$ cat src/rtl/prbs_ber_check.sv
module prbs_ber_check #(
  parameter int          CNT_W = 32,
  parameter logic [3:0]  SEED  = 4'b0001
) (
  input  logic             clk,
  input  logic             rst,
  input  logic             clr,
  input  logic             rx_bit,
  input  logic             rx_valid,
  output logic [CNT_W-1:0] err_count,
  output logic [CNT_W-1:0] bit_count,
  output logic             err_pulse
);
  localparam int               LW   = 4;
  localparam logic [CNT_W-1:0] CMAX = '1;

  logic [LW-1:0] lfsr;

  wire           ref_bit  = lfsr[LW-1];
  wire           miss     = rx_valid & (rx_bit ^ ref_bit);
  wire [LW-1:0]  lfsr_nxt = {lfsr[2:0], lfsr[2] ^ lfsr[3]};
  wire           bit_sat  = (bit_count == CMAX);
  wire           err_sat  = (err_count == CMAX);

  always_ff @(posedge clk) begin
    if (rst || clr) begin
      lfsr      <= SEED;
      err_count <= '0;
      bit_count <= '0;
      err_pulse <= 1'b0;
    end else begin
      err_pulse <= miss;
      if (rx_valid) begin
        lfsr <= lfsr_nxt;
        if (!bit_sat) bit_count <= bit_count + 1'b1;
        if (miss && !err_sat) err_count <= err_count + 1'b1;
      end
    end
  end
endmodule

$ cat config.mk
export PLATFORM = sky130hd
export DESIGN_NAME = prbs_ber_check
export DESIGN_NICKNAME = d
export VERILOG_FILES = /design/src/rtl/prbs_ber_check.sv
export SDC_FILE = /design/constraint.sdc
export NUM_CORES = 1
export LEC_CHECK = 0
export BUFFER_PORTS_ARGS = -buffer_cell sky130_fd_sc_hd__clkbuf_2
export CORE_AREA = 3 3 105 107
export CTS_CLUSTER_DIAMETER = 60
export DETAILED_ROUTE_END_ITERATION = 6
export DIE_AREA = 0 0 108 110
export GPL_ROUTABILITY_DRIVEN = 0
export GPL_TIMING_DRIVEN = 0
export PLACE_DENSITY = 0.54
export RECOVER_POWER = 50
export SYNTH_ARGS = -nofsm -noshare
export SYNTH_HDL_FRONTEND = slang
export SYNTH_SLANG_ARGS = --single-unit
export TNS_END_PERCENT = 20
$ cat constraint.sdc
create_clock -name clk -period 6.15 [get_ports clk]
set_input_delay 0.9225 -clock clk [delete_from_list [all_inputs] [get_ports clk]]
set_output_delay 0.9225 -clock clk [all_outputs]
set_load 0.005 [all_outputs]
Word level (Yosys, flattened, before mapping). Cells that the tools add are included.

Flip-flop bits (word level): 69. Bits of input ports: 5. Output and inout port bits: 65. Word-level logic and storage cells: 17.

$add $sub $neg: 2. Equal/unequal tests: 2. Bitwise gates (word level): 4. Reduce and logical (&&, ||, !) cells: 5.

Operators by type and width (count): 32-bit by 1-bit adder with 32-bit output (second input constant) (2); 32-bit == test (second input constant) (2); 2-bit AND reduction (2); 1-bit bitwise XOR (2); 1-bit AND (1); 1-bit logical AND (1); 1-bit zero test (1); 1-bit logical OR (1); 1-bit NOT (1).

Logic depth before layout (Yosys ltp). Gate-level depths: netlist of the first run.

Depth after elaboration: 4. Depth in mapped cells: 9.

Worst setup path after synthesis of the first run. Ideal clock, no wire load.

Kind: in2reg. Start point: in rx_valid. End point: reg err_count[22]. Library setup time: 0.070 ns. Arrival time: 2.539 ns. Data required time: 6.080 ns. Slack: 3.540 ns. Stages on the path: 6. Cell sequence: clkbuf_1 nand4_1 or4b_4 a211o_1 or3_1 a21oi_1.

Cells in the longest elaborated chain, start to end: 3.

Ends and longest elaborated chain: from (decl) (RTL line 9) `input logic rx_valid,`; 1-bit AND (RTL line 20) `wire miss = rx_valid & (rx_bit ^ ref_bit);`; 1-bit logical AND (RTL line 36) `if (miss && !err_sat) err_count <= err_count + 1'b1;`; 2-bit AND reduction (no line) (*); to (signal assigned) (RTL line 36); to (decl) (RTL line 10) `output logic [CNT_W-1:0] err_count,`.

Every way passes the cells marked *; elsewhere a longest branch is shown, timed or not. A chain may end at the register's enable or synchronous reset.

Final worst setup path of the first run.
Start point: in rx_valid. End point: reg err_count[15].

Same word-level chain as after synthesis.

==> run summary, run 1 <==
RSZ-0062 raised after global routing = no
Antenna Cells = 0
Chip Height = 110 um
syn_area_per_cell = 8.206 um2
Post-DP Area = 4080 um2
final cycle utilization of the critical path = 43.94%
Critical Path AT = 2.98 ns
drt drc = 0
1st-iter DRT viols = 232
P_leak = 0.001279 uW
Cell Int Power = 651.5 uW
final worst slack = 3.448 ns
sequential share of power = 52.3%
Synth Warn # = 0
largest net degree at the start of global routing = 13
crit start category = input port
Reg clk slew, reported paths = 0.08 ns
vias in the first global route = 3409
clk_lat worst skew = 0.35 ns
kind of critical path = in2reg
Via density = 5.780
Avg WL per Cell = 16.62 um
Initial Util = 34.89%
Main synth FF type = dfxtp_1
time the worst path needs with I/O delays and setup = 2.702 ns
logic gate share of total power = 3.1%
P_sw = 208.7 uW
worst path required time = 6.43 ns
via count = 3786
Clock power frac = 44.7%
die area = 11880 um2
hold crit path type = reg2reg
Max-slew headroom = 57.34%
Die Wd = 108 um
CTS resizes = 0
# clock sinks = 69
crit end category = flop
ys async rst share = 0%
Final Max Slew Viols = 0
final WL = 10.89 mm
post-synthesis register bit count = 69
Max-cap violations = 0
VDD IR max = 0.1440 mV
Crit Path Max Fanout = 10
final hold vios = 0
Routed Antenna Nets = 0
CTS tree = built
switching share of power = 24.26%
Setup TNS = 0 ns
core area = 10230 um2
register area share after synthesis = 38.70%
number of synthesized flops with an enable pin = 0
Detailed Place HPWL = 7.879 mm
H-tree levels = 3
grt ovf = 0
status = complete, no violations
clk_skew = 0.009351 ns
drt first pass iters = 4
nets = 521
IO Pins = 70
initial antenna violation count = 0
Synth Net Count = 442
Worst Max-Slew Pin Slew = 0.6347 ns
Max Buffers Root-to-Sink = 2
first-pass GRT wire length = 17.76 mm
pwr dens = 203.4 nW/um2
fmax = 0.3701 GHz
hold_buf cts = 0
cell area after synthesis = 3570 um2
Clock Tree Root = clkbuf_8
Num CTS Buffers = 9
Yosys cell types = 47
final instance area = 4229 um2
gr usage total = 18.60%
post-synthesis cell count = 435
FILL cells = 1087
post-CTS repair timing setup buffer count = 0
area grow syn2layout = 18.47%
IO buf count = 68
Final Core Density = 41.34%
endpoints failing setup = 0
number of placement rows = 37
pre-CTS WS = 3.114 ns
layout cell share with drive strength beyond 1 = 12.52%
through the flow:
| step | instances | hold slack, ns | power, uW |
|---|---|---|---|
| 2_1_floorplan | 435 | 0.4439 | 475.9 |
| 3_3_place_gp | 639 | 0.4577 | 486.6 |
| 3_5_place_dp | 639 | 0.4736 | 486.9 |
| 4_1_cts | 655 | 0.4928 | 867.7 |
| 5_1_grt | 655 | 0.5283 | 892.0 |
| 6_report | 655 | 0.4891 | 860.2 |
placed cells by master (no fill, tap or decap), types with 10 or more instances in the layout:
cell and instances:
dfxtp_1 69, clkbuf_1 49, a21oi_1 41, nand2_1 39, nand3_1 36, or3_1 32
clkbuf_2 27, nor2_1 25, or4_1 23, nand4_1 20, o31ai_1 15, o21ai_0 13
nor4_1 12, o21ai_1 12, clkbuf_8 10
final timing paths:
check / depth (start not counted) / endpoint / start / slack [ns]
worst max-delay path: 6 / err_count[15] / rx_valid / 3.45
worst min-delay path: 2 / lfsr[0] / lfsr[0] / 0.49
worst max register to register: 8 / bit_count[11] / bit_count[1] / 3.64
worst min register to register: 2 / lfsr[0] / lfsr[0] / 0.49
state kept, by name (all words and copies together) (netlist names):
name and flops:
err_pulse 1, lfsr 4, bit_count 32, err_count 32
worst max-delay path, stage by stage:
cell and delay (ns):
clkbuf_1 0.39, and2_1 0.35, nand2_1 0.26, clkbuf_1 0.35
nor4_1 0.47, mux2i_1 0.23
cells in the mapped netlist, types with 2 or more instances:
master / count / share of area (%)
a211oi_1: 2 / 0.42
a21oi_1: 41 / 5.7
and2_1: 3 / 0.53
and3_1: 4 / 0.70
and4_1: 6 / 1.5
buf_2: 8 / 1.1
clkbuf_1: 12 / 1.3
dfxtp_1: 69 / 39
ha_1: 2 / 0.70
inv_1: 3 / 0.32
mux2i_1: 6 / 1.7
nand2_1: 39 / 4.1
nand3_1: 36 / 5.0
nand4_1: 20 / 3.5
nor2_1: 25 / 2.6
nor3_1: 6 / 0.84
nor4_1: 12 / 2.1
nor4_2: 2 / 0.70
o211ai_1: 7 / 1.5
o21a_1: 3 / 0.63
o21ai_0: 13 / 1.8
o21ai_1: 12 / 1.7
o31a_1: 3 / 0.74
o31ai_1: 15 / 3.2
or2_2: 3 / 0.53
or3_1: 32 / 5.6
or4_1: 23 / 4.8
xnor2_1: 6 / 1.5
xor2_1: 4 / 0.98
power by group through the flow:
| stage | combinational, uW | clock [uW] | sequential [uW] |
|---|---|---|---|
| 2_1_floorplan | 16.1 | 0 | 460 |
| 3_3_place_gp | 26.5 | 0 | 460 |
| 3_5_place_dp | 26.8 | 0 | 460 |
| 4_1_cts | 26.9 | 391 | 449 |
| 5_1_grt | 29.3 | 413 | 450 |
| 6_report | 26.3 | 384 | 449 |
metal layers:
metal	up-vias	wire length (um)	global-route usage [%]
li1	1840	-	-
met5	-	0	0
met4	0	114	4.328
met1	1827	5309	26.29
met2	110	4860	28.82
met3	9	604	4.426
cells by family (layout without fill, tap and decap cells):
group                      after synthesis  in the layout  synth area share (%)
muxes                                    6              6                 1.683
DFF                                     69             69                 38.70
buffers and inverters                   25            109                 3.225
xor gates and xnor gates                10             10                 2.453
AOI/OAI and AO/OA                      107            107                 19.00
adders and majority gates                2              2                0.7009
and+or+nand+nor                        216            216                 34.24
cell type report:
cell class | count | area [um2] | share of cell area [%]
multi-input combinational | 341 | 2073 | 49.02
timing repair buffer | 68 | 289.0 | 6.834
clock buffer | 10 | 137.6 | 3.254
sequential | 69 | 1381 | 32.66
clock inverter | 6 | 62.56 | 1.479
tap | 136 | 170.2 | 4.024
inverter | 3 | 11.26 | 0.2663
buffer | 22 | 103.9 | 2.456
(Power assumes the default switching activity.)
==> run 2, diff against run 1 <==
Settings changed: ABC_AREA set to 1, CORE_AREA 3 3 105 107 to 3 3 113 115, DIE_AREA 0 0 108 110 to 0 0 116 118, PLACE_DENSITY 0.54 to 0.53.
Clock period 6.15 ns to 2.55 ns, I/O delays scaled along.
==> run 2 against run 1 <==
Net effect: clock power rose to 2.8 times the previous value; clock skew fell by 0.0028 ns; critical path type is now reg2reg; register-to-register slack got worse by 3.0 ns; wire length rose by 9.8%; sequential cell count did not move; largest power group unchanged; synthesized cell count rose by 52%; die area rose by 15%; combinational power rose to 3.4 times the previous value; count of clock-buffer cells in the layout rose by 2; total power rose to 2.6 times the previous value.
==> run summary, run 2 <==
status = complete, no violations
syn_area_per_cell = 6.184 um2 (-25%)
via count = 4335 (+15%)
initial antenna violation count = 0 (unchanged)
fmax = 0.5137 GHz
Worst Max-Slew Pin Slew = 0.5937 ns (-0.04099 ns)
Antenna Cells = 0 (unchanged)
Routed Antenna Nets = 0 (unchanged)
Die Wd = 116 um (+7.4%)
final instance area = 4826 um2 (+14%)
first-pass GRT wire length = 20.33 mm (+14%)
Synth top cells by count = nand2_1, nor2_1, dfxtp_1
final cycle utilization of the critical path = 76.34%
CP max-delay cell = dfxtp_1
drt drc = 0 (unchanged)
worst hold endpoint = lfsr[2]
dominant cell type by area after synthesis = dfxtp_1
capturing point of the worst reg2reg path = err_count[12]
pwr dens = 468.6 nW/um2 (+130%)
Worst R2R Setup Slack = 0.60 ns (-3.04 ns)
crit path cell chain = ha_1 > nand2_1 > nor2_2 > nand2_2 > nor2_2 > nand2_4 > nand2_8 > inv_2 > buf_6 > nand2_1 > a21oi_1
most common cell in the netlist = nand2_1
Via density = 4.871 (-16%)
Crit Path Max Fanout = 10 (unchanged)
clk_lat worst skew = 0.34 ns (about the same)
IO buf count = 69 (+1.5%)
nets = 749 (+44%)
Max-cap violations = 0 (unchanged)
number of synthesized flops with an enable pin = 0 (unchanged)
most common cell after layout, fill and taps aside = nand2_1
number of placement rows = 40 (+8.1%)
core area = 11910 um2 (+16%)
path depth of the worst reg2reg path = 11 (+3)
clk_skew = 0.006595 ns (-0.002756 ns)
Clock power frac = 47.8% (+3.1 points)
layout cell share with drive strength beyond 1 = 12.11% (-0.41 points)
VDD IR max = 0.3727 mV (+160%)
commonest non-fill, non-tap cells in the layout = nand2_1, nor2_1, dfxtp_1, nand3_1, inv_1
gr usage total = 18.52% (-0.086 points)
die area = 13690 um2 (+15%)
Critical Path AT = 2.15 ns (-0.83 ns)
largest net degree at the start of global routing = 11 (-2)
logic gate share of total power = 4.0% (+0.9 points)
Num CTS Buffers = 9 (unchanged)
CTS resizes = 0 (unchanged)
hold crit path type = in2reg
Cell Int Power = 1750 uW (+170%)
vias in the first global route = 4178 (+23%)
1st-iter DRT viols = 271 (+17%)
Max-slew headroom = 60.42% (+3.1 points)
sequential share of power = 48.2% (-4.1 points)
post-synthesis register bit count = 69 (unchanged)
Synth Warn # = 0 (unchanged)
kind of critical path = reg2reg
hold_buf cts = 0 (unchanged)
final hold vios = 0 (unchanged)
P_sw = 511.8 uW (+150%)
post-CTS repair timing setup buffer count = 0 (unchanged)
hold path start = rx_valid
crit-path max cell delay = 0.43 ns (-0.04 ns)
time the worst path needs with I/O delays and setup = 1.947 ns
Reg clk slew, reported paths = 0.05 ns (-0.03 ns)
crit end category = flop
P_leak = 0.001760 uW (+38%)
drt first pass iters = 4 (unchanged)
post-synthesis cell count = 662 (+52%)
Detailed Place HPWL = 9.263 mm (+18%)
grt ovf = 0 (unchanged)
RSZ-0062 raised after global routing = no
final WL = 11.96 mm (+9.8%)
Yosys cell types = 29 (-38%)
worst path required time = 2.75 ns (-3.68 ns)
register area share after synthesis = 33.74% (-5.0 points)
Yosys top cell area share = 33.74% (-5.0 points)
Hold Slack = 0.3826 ns (-0.1066 ns)
worst flop-to-flop path startpoint = err_count[0]
CTS tree = built
Post-DP Area = 4623 um2 (+13%)
# clock sinks = 69 (unchanged)
endpoints failing setup = 0 (unchanged)
H-tree levels = 3 (unchanged)
Chip Height = 118 um (+7.3%)
Main synth FF type = dfxtp_1
IO Pins = 70 (unchanged)
Avg WL per Cell = 13.43 um (-19%)
Setup TNS = 0 ns (unchanged)
Clock Tree Root = clkbuf_16
Max Buffers Root-to-Sink = 2 (unchanged)
crit start category = flop
Initial Util = 34.37% (-0.52 points)
ys async rst share = 0% (unchanged)
cell area after synthesis = 4094 um2 (+15%)
WHS Path Cells = 3 (+1)
largest cells by area after synthesis = dfxtp_1, nand2_1, nor2_1
Final Max Slew Viols = 0 (unchanged)
Largest regs = bit_count x32, err_count x32, lfsr x4
switching share of power = 22.63% (-1.6 points)
area grow syn2layout = 17.88%
Synth Net Count = 669 (+51%)
[run 2: changes by cell type in the layout (fill, tap and decap cells not counted), moves of 23 or more]
cell     before  now
nor2_1       25  128
or4_1        23    0
nand3_1      36   60
inv_1         3   53
nand2_1      39  212
or3_1        32    0
[run 2: cell type report]
| type | count | area [um2] |
|---|---|---|
| buffer | 17 | 111.4 |
| clock buffer | 12 | 236.5 |
| fill | 1318 | 7086 |
| inverter | 55 | 206.4 |
| multi-input combinational | 521 | 2395 |
| sequential | 69 | 1381 |
| tap | 147 | 183.9 |
| timing repair buffer | 69 | 311.5 |
[run 2: kinds of logic (layout without fill, tap and decap cells)]
logic type               after synthesis  in the layout  synth area share [%]
AND/OR/NAND/NOR                      447            447                 47.16
flip-flops                            69             69                 33.74
adder cells (fa/ha/maj)                2              2                0.6111
XOR/XNOR                              16             16                 3.423
AO/OA/AOI/OAI                         56             56                 7.304
buffers and inverters                 72            153                 7.763
[run 2: through the flow]
step,setup slack (ns),util [%],std cells,power [uW]
after floorplan,0.8802,-,662,1175
after global placement,0.6336,38.81,878,1203
after detailed placement,0.6168,38.81,878,1205
after CTS,0.5992,40.80,890,2301
after global routing,0.4348,40.51,890,2357
final,0.6033,40.51,890,2262
[run 2: worst max path at each step]
stage | startpoint | to | slack (ns) | cells after the start
CTS | err_count[0] | err_count[12] | 0.60 | 11
floorplan | err_count[0] | err_count[11] | 0.88 | 11
global route | err_count[1] | err_count[12] | 0.43 | 11
global placement | err_count[0] | err_count[12] | 0.63 | 11
finish | err_count[0] | err_count[12] | 0.60 | 11
detailed placement | err_count[0] | err_count[12] | 0.62 | 11
[run 2: routing by layer]
metal	vias to the layer above	track usage, %	share of wire (%)
met5	-	0	0
li1	2259	-	-
met1	1947	23.27	45
met2	114	30.54	47
met4	0	5.946	1.6
met3	15	4.936	5.9
[run 2: power groups by stage]
stage          registers, uW  clock network, uW  logic, uW
3_3_place_gp            1110                  0       90.8
2_1_floorplan           1110                  0       63.5
4_1_cts                 1090               1120       92.9
3_5_place_dp            1110                  0       92.8
6_report                1090               1080       90.3
5_1_grt                 1090               1170        103
[run 2: worst max-delay path, delay by kind of cell, from the launching register on]
family	cells	cell delay, ns
DFF	1	0.43
AOI/OAI and AO/OA	1	0.06
adders and majority gates	1	0.29
buffers and inverters	2	0.20
and+or+nand+nor	7	0.83
==> run 3, diff against run 2 <==
Settings changed: ABC_AREA 1 to 0, CORE_AREA 3 3 113 115 to 3 3 105 107, DIE_AREA 0 0 116 118 to 0 0 108 110, PLACE_DENSITY 0.53 to 0.54.
Clock period 2.55 ns to 2 ns, I/O delays scaled along.
==> run 3 against run 2 <==
Net effect: the flow now finishes with violations (negative setup slack); die area shrank 13%; register-to-register slack worse by 0.62 ns; via count fell by 10%; clock power rose by 7%; critical endpoint is now bit_count[0]; highest routed layer unchanged.
==> run summary, run 3 (same netlist as run 1, synthesis figures left out) <==
RSZ-0062 raised after global routing = yes
core area = 10230 um2 (-14%)
Routed Antenna Nets = 0 (unchanged)
gr usage total = 18.92% (+0.40 points)
Final Max Slew Viols = 0 (unchanged)
Reg clk slew, reported paths = 0.08 ns (+0.03 ns)
Antenna Cells = 0 (unchanged)
via count = 3882 (-10%)
final cycle utilization of the critical path = 100.8% (+25 points)
CTS tree = built
worst hold endpoint = err_count[30]
IO buf count = 68 (-1.4%)
Largest regs = bit_count x32, err_count x32, lfsr x4
layout cell share with drive strength beyond 1 = 38.69% (+27 points)
drt first pass iters = 4 (unchanged)
capturing point of the worst reg2reg path = bit_count[0]
worst flop-to-flop path startpoint = bit_count[3]
crit end category = flop
kind of critical path = reg2reg
Die Wd = 108 um (-6.9%)
clk_lat worst skew = 0.36 ns (+0.02 ns)
Initial Util = 34.89% (+0.52 points)
final WL = 11.36 mm (-4.9%)
largest net degree at the start of global routing = 12 (+1)
hold path start = clr
Via density = 5.675 (+17%)
die area = 11880 um2 (-13%)
time the worst path needs with I/O delays and setup = 2.017 ns (+0.07026 ns)
Crit Path Max Fanout = 6 (-4)
initial antenna violation count = 0 (unchanged)
Avg WL per Cell = 16.61 um (+24%)
final instance area = 4947 um2 (+2.5%)
IO Pins = 70 (unchanged)
Clock Tree Root = clkbuf_8
violated checks = negative setup slack
grt ovf = 0 (unchanged)
fmax = 0.4958 GHz (-3.5%)
Critical Path AT = 2.24 ns (+0.09 ns)
P_leak = 0.001727 uW (-1.8%)
Num CTS Buffers = 9 (unchanged)
clk_skew = 0.01190 ns (+0.005305 ns)
vias in the first global route = 3558 (-15%)
area grow syn2layout = 38.59%
first-pass GRT wire length = 17.97 mm (-12%)
final hold vios = 0 (unchanged)
pwr dens = 531.0 nW/um2 (+13%)
Chip Height = 110 um (-6.8%)
drt drc = 0 (unchanged)
H-tree levels = 3 (unchanged)
Detailed Place HPWL = 7.737 mm (-16%)
Max Buffers Root-to-Sink = 2 (unchanged)
status = finished with violations
# clock sinks = 69 (unchanged)
number of placement rows = 37 (-7.5%)
Max-cap violations = 0 (unchanged)
VDD IR max = 0.2889 mV (-22%)
Hold Slack = 0.2746 ns (-0.1080 ns)
endpoints failing setup = 1 (+1)
nets = 550 (-27%)
crit start category = flop
Worst Max-Slew Pin Slew = 0.6318 ns (+0.03814 ns)
path depth of the worst reg2reg path = 6 (-5)
WHS Path Cells = 3 (unchanged)
Post-DP Area = 4091 um2 (-12%)
Max-slew headroom = 57.88% (-2.5 points)
commonest non-fill, non-tap cells in the layout = clkbuf_2, a21oi_1, nand2_1, nand3_1, or3_1
Worst R2R Setup Slack = -0.02 ns (-0.62 ns)
1st-iter DRT viols = 248 (-8.5%)
FILL cells = 1011 (-23%)
most common cell after layout, fill and taps aside = clkbuf_2
worst path required time = 2.22 ns (-0.53 ns)
hold crit path type = in2reg
final worst slack = -0.01693 ns (-0.6203 ns)
==> run 3: cell count changes in the layout (fill, tap and decap cells not counted), sizes merged, moves of 9 or more <==
cell and change:
a21oi -9, nor4 +14, o31ai +16, nand2 -179, o211ai +9, or4 +23
nand3 -25, inv -52, nor2 -116, nand4 +9, or3 +32, o21ai +19
buf +27
==> run 3: cell type report <==
type	instances	area, um2	area share (%)
Multi-Input combinational cell	342	2366	47.83
Sequential cell	69	1463	29.56
Timing Repair Buffer	97	589.3	11.91
Buffer	21	155.1	3.136
Tap cell	136	170.2	3.440
Inverter	3	11.26	0.2276
Clock buffer	12	145.1	2.934
Clock inverter	4	47.55	0.9611
==> run 3: how the worst max path moves through the flow <==
stage                        startpoint            end  slack (ns)  cells past startpoint
after global placement    bit_count[12]  bit_count[29]       -0.35                      8
after CTS                  bit_count[7]  bit_count[22]       -0.05                      6
after detailed placement  bit_count[12]  bit_count[27]       -0.39                      8
after global routing       bit_count[3]   bit_count[0]       -0.09                      6
after floorplan            err_count[0]  err_count[22]    -0.00005                      6
final                      bit_count[3]   bit_count[0]       -0.02                      6
==> run 3: critical path, cell delays in order, from the launching register on <==
cell	delay [ns]
dfxtp_2	0.41
nand3_4	0.13
or4_4	0.59
o31ai_4	0.38
buf_6	0.17
xor2_1	0.14
nor2_1	0.05
==> run 3: per-layer routing <==
layer | part of all wire [%] | track usage [%]
met5 | 0 | 0
met4 | 1.2 | 5.771
met3 | 4.5 | 3.262
met2 | 46 | 29.97
met1 | 48 | 26.40
==> run 3: what timing repair did <==
action | in CTS | in global routing
setup buffers | 16 | 11
gates resized for setup | 62 | 64
setup endpoints to repair | 62 | 63
pin swaps | 14 | 28
hold buffers | 0 | 0
gates cloned | 1 | 2
==> run 3: through the flow <==
| step | util (%) | setup slack [ns] | cells | setup TNS, ns | power, uW |
|---|---|---|---|---|---|
| 3_5_place_dp | 39.99 | -0.3903 | 639 | -15.41 | 1498 |
| 2_1_floorplan | - | -0.00004552 | 435 | -0.00004552 | 1464 |
| 5_1_grt | 48.36 | -0.09159 | 684 | -0.8365 | 2716 |
| 3_3_place_gp | 39.99 | -0.3516 | 639 | -14.40 | 1497 |
| 4_1_cts | 45.15 | -0.04899 | 671 | -0.3063 | 2647 |
| 6_report | 48.36 | -0.01693 | 684 | -0.01693 | 2627 |
==> run 3: where the power goes <==
group,switching [uW],total (uW),internal (uW),leakage [uW]
Sequential,4.26,1370,1360,0.000581
Combinational,66.3,96.3,30.0,0.00105
Clock,557,1160,607,0.0000964
